**src/rtl/adc_seq_pkg.sv**
```systemverilog
package adc_seq_pkg;
  localparam int CODE_W = 8;
  localparam logic [1:0] SEL_OFF = 2'b00;

  typedef logic [1:0] sel_t;
  typedef logic [CODE_W-1:0] code_t;

  function automatic logic [1:0] chan_of(input sel_t sel);
    return sel - 2'd1;
  endfunction
endpackage

```
**src/rtl/adc_seq_timer.sv**
```systemverilog
module adc_seq_timer #(
  parameter int FIRST_TICKS  = 400,
  parameter int PERIOD_TICKS = 10000,
  parameter int WARN_TICKS   = 300
) (
  input  logic clk,
  input  logic rst_n,
  input  logic tick_i,
  input  logic enable_i,
  output logic fire_o,
  output logic warn_o,
  output logic on_o
);
  localparam int MAXV = (FIRST_TICKS > PERIOD_TICKS) ? FIRST_TICKS : PERIOD_TICKS;
  localparam int CW   = $clog2(MAXV + 1);

  logic [CW-1:0] cnt_q;
  logic          on_q;

  always_ff @(posedge clk or negedge rst_n) begin
    if (!rst_n) begin
      on_q  <= 1'b0;
      cnt_q <= '0;
    end else begin
      on_q <= enable_i;
      if (!enable_i)
        cnt_q <= '0;
      else if (!on_q)
        cnt_q <= CW'(FIRST_TICKS);
      else if (tick_i) begin
        if (cnt_q <= CW'(1))
          cnt_q <= CW'(PERIOD_TICKS);
        else
          cnt_q <= cnt_q - CW'(1);
      end
    end
  end

  assign fire_o = enable_i & on_q & tick_i & (cnt_q <= CW'(1));
  assign warn_o = on_q & (cnt_q <= CW'(WARN_TICKS));
  assign on_o   = on_q;

  p_cnt_range_r3: assert property (@(posedge clk) disable iff (!rst_n)
    on_q |-> (cnt_q != '0 && cnt_q <= CW'(MAXV)));
endmodule

```
**src/rtl/adc_seq_readlock.sv**
```systemverilog
module adc_seq_readlock (
  input  logic clk,
  input  logic rst_n,
  input  logic rd_stb_i,
  input  logic rd_done_i,
  input  logic cs_n_i,
  output logic blocked_o
);
  logic active_q;

  assign blocked_o = active_q & ~rd_done_i & ~cs_n_i;

  always_ff @(posedge clk or negedge rst_n) begin
    if (!rst_n)
      active_q <= 1'b0;
    else if (active_q)
      active_q <= blocked_o;
    else
      active_q <= rd_stb_i & ~cs_n_i;
  end

  p_abort_ends_read_r9: assert property (@(posedge clk) disable iff (!rst_n)
    (active_q && cs_n_i) |=> !active_q);
endmodule

```
**src/rtl/adc_seq_resbuf.sv**
```systemverilog
module adc_seq_resbuf
  import adc_seq_pkg::*;
(
  input  logic  clk,
  input  logic  rst_n,
  input  logic  flush_i,
  input  logic  accept_i,
  input  code_t code_i,
  input  logic  blocked_i,
  output code_t result_o,
  output logic  pend_o
);
  code_t result_q, pend_q;
  logic  pend_v_q;

  always_ff @(posedge clk or negedge rst_n) begin
    if (!rst_n) begin
      result_q <= '0;
      pend_q   <= '0;
      pend_v_q <= 1'b0;
    end else if (flush_i) begin
      pend_v_q <= 1'b0;
    end else if (accept_i) begin
      if (blocked_i) begin
        pend_q   <= code_i;
        pend_v_q <= 1'b1;
      end else begin
        result_q <= code_i;
        pend_v_q <= 1'b0;
      end
    end else if (pend_v_q && !blocked_i) begin
      result_q <= pend_q;
      pend_v_q <= 1'b0;
    end
  end

  assign result_o = result_q;
  assign pend_o   = pend_v_q;

  p_frozen_in_read_r8: assert property (@(posedge clk) disable iff (!rst_n)
    blocked_i |=> $stable(result_q));
  p_flush_drops_r1: assert property (@(posedge clk) disable iff (!rst_n)
    flush_i |=> !pend_v_q);
endmodule

```
**src/rtl/adc_update_seq.sv**
```systemverilog
module adc_update_seq
  import adc_seq_pkg::*;
#(
  parameter int FIRST_TICKS  = 400,
  parameter int PERIOD_TICKS = 10000,
  parameter int WARN_TICKS   = 300
) (
  input  logic       clk,
  input  logic       rst_n,
  input  logic       tick_i,
  input  logic [1:0] chan_sel_i,
  input  logic       rd_stb_i,
  input  logic       rd_done_i,
  input  logic       cs_n_i,
  output logic       sar_start_o,
  output logic [1:0] sar_chan_o,
  input  logic       sar_done_i,
  input  logic [7:0] sar_code_i,
  output logic [7:0] result_o,
  output logic       busy_o
);
  logic enable, fire, warn, on, blocked, pend;
  logic conv_busy_q, start_q, issue, accept;
  logic [1:0] chan_q;

  assign enable = (chan_sel_i != SEL_OFF);
  assign issue  = fire & ~conv_busy_q;
  assign accept = sar_done_i & conv_busy_q & enable;

  adc_seq_timer #(
    .FIRST_TICKS (FIRST_TICKS),
    .PERIOD_TICKS(PERIOD_TICKS),
    .WARN_TICKS  (WARN_TICKS)
  ) u_timer (
    .clk     (clk),
    .rst_n   (rst_n),
    .tick_i  (tick_i),
    .enable_i(enable),
    .fire_o  (fire),
    .warn_o  (warn),
    .on_o    (on)
  );

  adc_seq_readlock u_lock (
    .clk      (clk),
    .rst_n    (rst_n),
    .rd_stb_i (rd_stb_i),
    .rd_done_i(rd_done_i),
    .cs_n_i   (cs_n_i),
    .blocked_o(blocked)
  );

  adc_seq_resbuf u_buf (
    .clk      (clk),
    .rst_n    (rst_n),
    .flush_i  (~enable),
    .accept_i (accept),
    .code_i   (sar_code_i),
    .blocked_i(blocked),
    .result_o (result_o),
    .pend_o   (pend)
  );

  always_ff @(posedge clk or negedge rst_n) begin
    if (!rst_n) begin
      conv_busy_q <= 1'b0;
      start_q     <= 1'b0;
      chan_q      <= '0;
    end else begin
      start_q <= issue;
      if (issue)
        chan_q <= chan_of(chan_sel_i);
      if (!enable)
        conv_busy_q <= 1'b0;
      else if (issue)
        conv_busy_q <= 1'b1;
      else if (accept)
        conv_busy_q <= 1'b0;
    end
  end

  assign sar_start_o = start_q;
  assign sar_chan_o  = chan_q;
  assign busy_o      = on & (warn | conv_busy_q | pend);

  p_start_needs_on_r1: assert property (@(posedge clk) disable iff (!rst_n)
    sar_start_o |-> $past(chan_sel_i != SEL_OFF));
  p_off_quiet_r1: assert property (@(posedge clk) disable iff (!rst_n)
    (chan_sel_i == SEL_OFF) |=> !busy_o);
  p_start_pulse_r5: assert property (@(posedge clk) disable iff (!rst_n)
    sar_start_o |=> !sar_start_o);
  p_warned_before_start_r7: assert property (@(posedge clk) disable iff (!rst_n)
    sar_start_o |-> $past(busy_o));
endmodule

```
**config.mk**
```make
export PLATFORM = sky130hd
export DESIGN_NAME = adc_update_seq
export DESIGN_NICKNAME = d
export VERILOG_FILES = /design/src/rtl/adc_seq_pkg.sv /design/src/rtl/adc_seq_timer.sv /design/src/rtl/adc_seq_readlock.sv /design/src/rtl/adc_seq_resbuf.sv /design/src/rtl/adc_update_seq.sv
export SDC_FILE = /design/constraint.sdc
export NUM_CORES = 1
export LEC_CHECK = 0
export ABC_AREA = 1
export BUFFER_PORTS_ARGS = -buffer_cell sky130_fd_sc_hd__buf_2
export CORE_UTILIZATION = 55
export CTS_BUF_LIST = sky130_fd_sc_hd__clkbuf_8
export CTS_CLUSTER_DIAMETER = 120
export DETAILED_ROUTE_END_ITERATION = 6
export PLACE_DENSITY = 0.77
export REMOVE_ABC_BUFFERS = 1
export SLEW_MARGIN = 25
export SYNTH_ARGS = -nofsm -noshare
export SYNTH_HDL_FRONTEND = slang
export SYNTH_SLANG_ARGS = --single-unit
```
**constraint.sdc**
```tcl
create_clock -name clk -period 3.5 [get_ports clk]
set_input_delay 1.05 -clock clk [delete_from_list [all_inputs] [get_ports clk]]
set_output_delay 1.05 -clock clk [all_outputs]
set_load 0.005 [all_outputs]
```
==> run_results.csv <==
group,metric,value,unit
cells_and_area,nets,294,
worst_setup_path,worst_setup_path_start_kind,"flop",
clock_network,numClockSinks,37,
synth,ys_ff_latch,37,
clock_network,cts_inserted_buffers,5,
worst_setup_path,critical_path.n_buffers_inverters,2,
worst_setup_path,reg2reg_depth,11,
power_and_ir_drop,p_leak,1.11,nW
sta,setup_viol,0,
cells_and_area,instances_no_fill,319,
synth,ys_seq_area_frac,0.478,
sta,finClkSkew,1.13,ps
clock_network,cts_tree,"built",
grt,use_met2,0.407,
cells_and_area,drive_gt1_frac,0.187,
power_and_ir_drop,max-vdd-ir-drop,406,uV
grt,grt_pass1_wl,6480,um
grt,grtUsageMet1,0.291,
synth,syn_avg_cell_area,8.08,sq um
worst_hold_path,holdPathStages,1,
sta,post-route-period-util,0.764,
routing,vias,1629,
grt,first_global_vias,1564,
clock_network,postCtsResizedCells,0,
routing,drt_iter0_markers,74,
routing,wl_per_cell,12.1,um
power_and_ir_drop,fin_total_pwr,1.66,mW
routing,totalWireLength,3850,um
sta,rsz0062_at_grt,"false",
synth,synth_top_area_share,0.478,
clock_network,cts_hold_buf,0,
cells_and_area,antennaDiodeCount,0,
status,status,"finished, final reports clean",
synth,yosysUniqueCellTypes,26,
routing,ant_nets,0,
floorplan,die_area,3770,sq um
worst_setup_path,arrival,1620,ps
worst_setup_path,path_delay_family,"flip-flops",
routing,drc,0,
worst_setup_path,cp_data_required_time,2450,ps
clock_network,clkSlewWorstSetupHoldPaths,70,ps
placement,portBuffers,28,
grt,grt_max_degree,38,
worst_hold_path,hp-class,"reg2reg",
routing,via_per_inst,5.11,
routing,drtPass1Iterations,4,
synth,synth_largest_area_cell,"dfrtp_1",
worst_setup_path,crit_type,"reg2out",
grt,antenna_found_initial,0,
clock_network,clockBufferDepth,2,
grt,grtUsageTotal,0.242,
grt,grt.busiest_layer,"met2",
cells_and_area,areaGrowthSynthToFinish,13.9,%
sta,slew_violations,0,
worst_setup_path,critPathMaxStageDelay,410,ps
power_and_ir_drop,powerDensity,752,nW/um^2
synth,synth_area_leaders,"dfrtp_1, nand2_1, o21ai_0, nor2_1, inv_1",
synth,postSynthCellCount,240,
floorplan,fp.dieW,61.4,um
floorplan,core-area,3360,sq um
clock_network,root_buffer,"clkbuf_8",
synth,syn_area,1940,sq um
sta,hold_violations,0,
placement,place_congestion,0.894,
worst_setup_path,critPathMostFrequentCell,"nand2_1",
grt,grt_overflow_total,0,
placement,dp.cells,312,
placement,place_hpwl,2770,um
floorplan,start_util,0.576,
run,cap_viol_max_count,0,
worst_setup_path,crit_cells,9,
worst_setup_path,path_max_fanout,4,
sta,clock.fmax,374,MHz
placement,dp_slack,843,ps
sta,period_needed,2670,ps
cells_and_area,mostFrequentLayoutCells,"nand2_1, dfrtp_1, buf_2, nor2_1",
sta,relSlewSlack,0.473,
floorplan,die_h,61.4,um
worst_setup_path,path_cells,"inv_1 > ha_1 > nor2_1 > o21ai_0 > nand2_1 > nand2_1 > nand2_1 > a21oi_1 > buf_2",
clock_network,post-cts-setup-buffers,0,
worst_setup_path,end_kind,"primary output",
sta,tightest_slew,790,ps
clock_network,cts_max_level,2,
sta,tns,0,ps
grt,grt_util_met3,0.0693,
sta,fin_ws,828,ps
worst_setup_path,slowest_stage,"dfrtp_1",
floorplan,ios,29,
synth,yosysWarningCount,0,
clock_network,clk_latency,290,ps
floorplan,rows,21,
cells_and_area,mostFrequentLayoutCell,"nand2_1",
-- worst reg2reg max path, cell delays in order (launching register included) --
cell     delay [ps]
dfrtp_1         410
inv_1           110
ha_1            210
inv_1            70
nand2_1          60
nand2_1          40
nor2_1           90
nand2_1         170
nand2_2         210
inv_2            50
nand3_1          60
o21ai_1          60
-- cell type report --
class / instances / area (sq um)
fillers: 310 / 1160
well taps: 46 / 57.6
clock buffers: 6 / 82.6
multi-input cells: 175 / 900
inverters: 26 / 97.6
repair buffers: 28 / 140
flip-flops and latches: 37 / 926
clock inverters: 1 / 3.75
-- flip-flops by register name (all words and copies together), names as in the netlist --
name,cells
conv_busy_q,1
sar_chan_o,2
sar_start_o,1
u_buf.pend_o,1
u_buf.pend_q,8
u_buf.result_o,8
u_lock.active_q,1
u_timer.cnt_q,14
u_timer.on_o,1
-- final timing paths --
| check | from | endpoint | slack [ps] |
|---|---|---|---|
| max | u_timer.cnt_q[0] | busy_o | 830 |
| min | u_buf.result_o[7] | u_buf.result_o[7] | 490 |
| max reg2reg | u_timer.cnt_q[0] | u_timer.cnt_q[12] | 1840 |
| min reg2reg | u_buf.result_o[7] | u_buf.result_o[7] | 490 |
| max in group asynchronous | rst_n | sar_chan_o[0] | 2160 |
| min in group asynchronous | rst_n | u_timer.cnt_q[11] | 830 |
-- metrics by stage --
| stage | utilization | instance area, sq um | hold WS [ps] |
|---|---|---|---|
| 2_1_floorplan | - | 1920 | 447 |
| 3_3_place_gp | 0.631 | 2120 | 459 |
| 3_5_place_dp | 0.631 | 2120 | 473 |
| 4_1_cts | 0.656 | 2210 | 489 |
| 5_1_grt | 0.656 | 2210 | 513 |
| 6_report | 0.656 | 2210 | 485 |
-- layer usage --
metal  wire length, um  up-vias
li1                  -      833
met1              1780      759
met5                 0        -
met3               122        8
met4                68        0
met2              1880       29
-- cell usage after synthesis --
cell      instances
nand2_1          70
dfrtp_1          37
nor2_1           27
o21ai_0          21
inv_1            20
nand3_1          13
o21a_1            8
inv_2             6
o21ai_1           6
o22ai_1           5
ha_1              4
xor2_1            4
nand3_2           3
a21oi_1           2
nor2_4            2
xnor2_1           2
a21oi_4           1
buf_6             1
clkbuf_1          1
nand2_2           1
nand2_4           1
nand3b_1          1
nor2_2            1
nor3_1            1
nor3_2            1
nor3_4            1
-- report_power, final --
group / total, mW / internal (mW) / switching (mW)
clock: 0.299 / 0.153 / 0.146
sequential: 0.680 / 0.566 / 0.114
combinational: 0.681 / 0.281 / 0.400
total: 1.66 / 1.00 / 0.660
-- kinds of logic after synthesis --
family / count (synthesis) / share of synthesized area
flip-flops: 37 / 0.478
adder cells (fa/ha/maj): 4 / 0.0258
XOR/XNOR: 6 / 0.0271
AND/OR/NAND/NOR: 122 / 0.281
AO/OA/AOI/OAI: 43 / 0.130
buffers and inverters: 28 / 0.0581
Note: power is estimated with default switching activity, not from simulation.
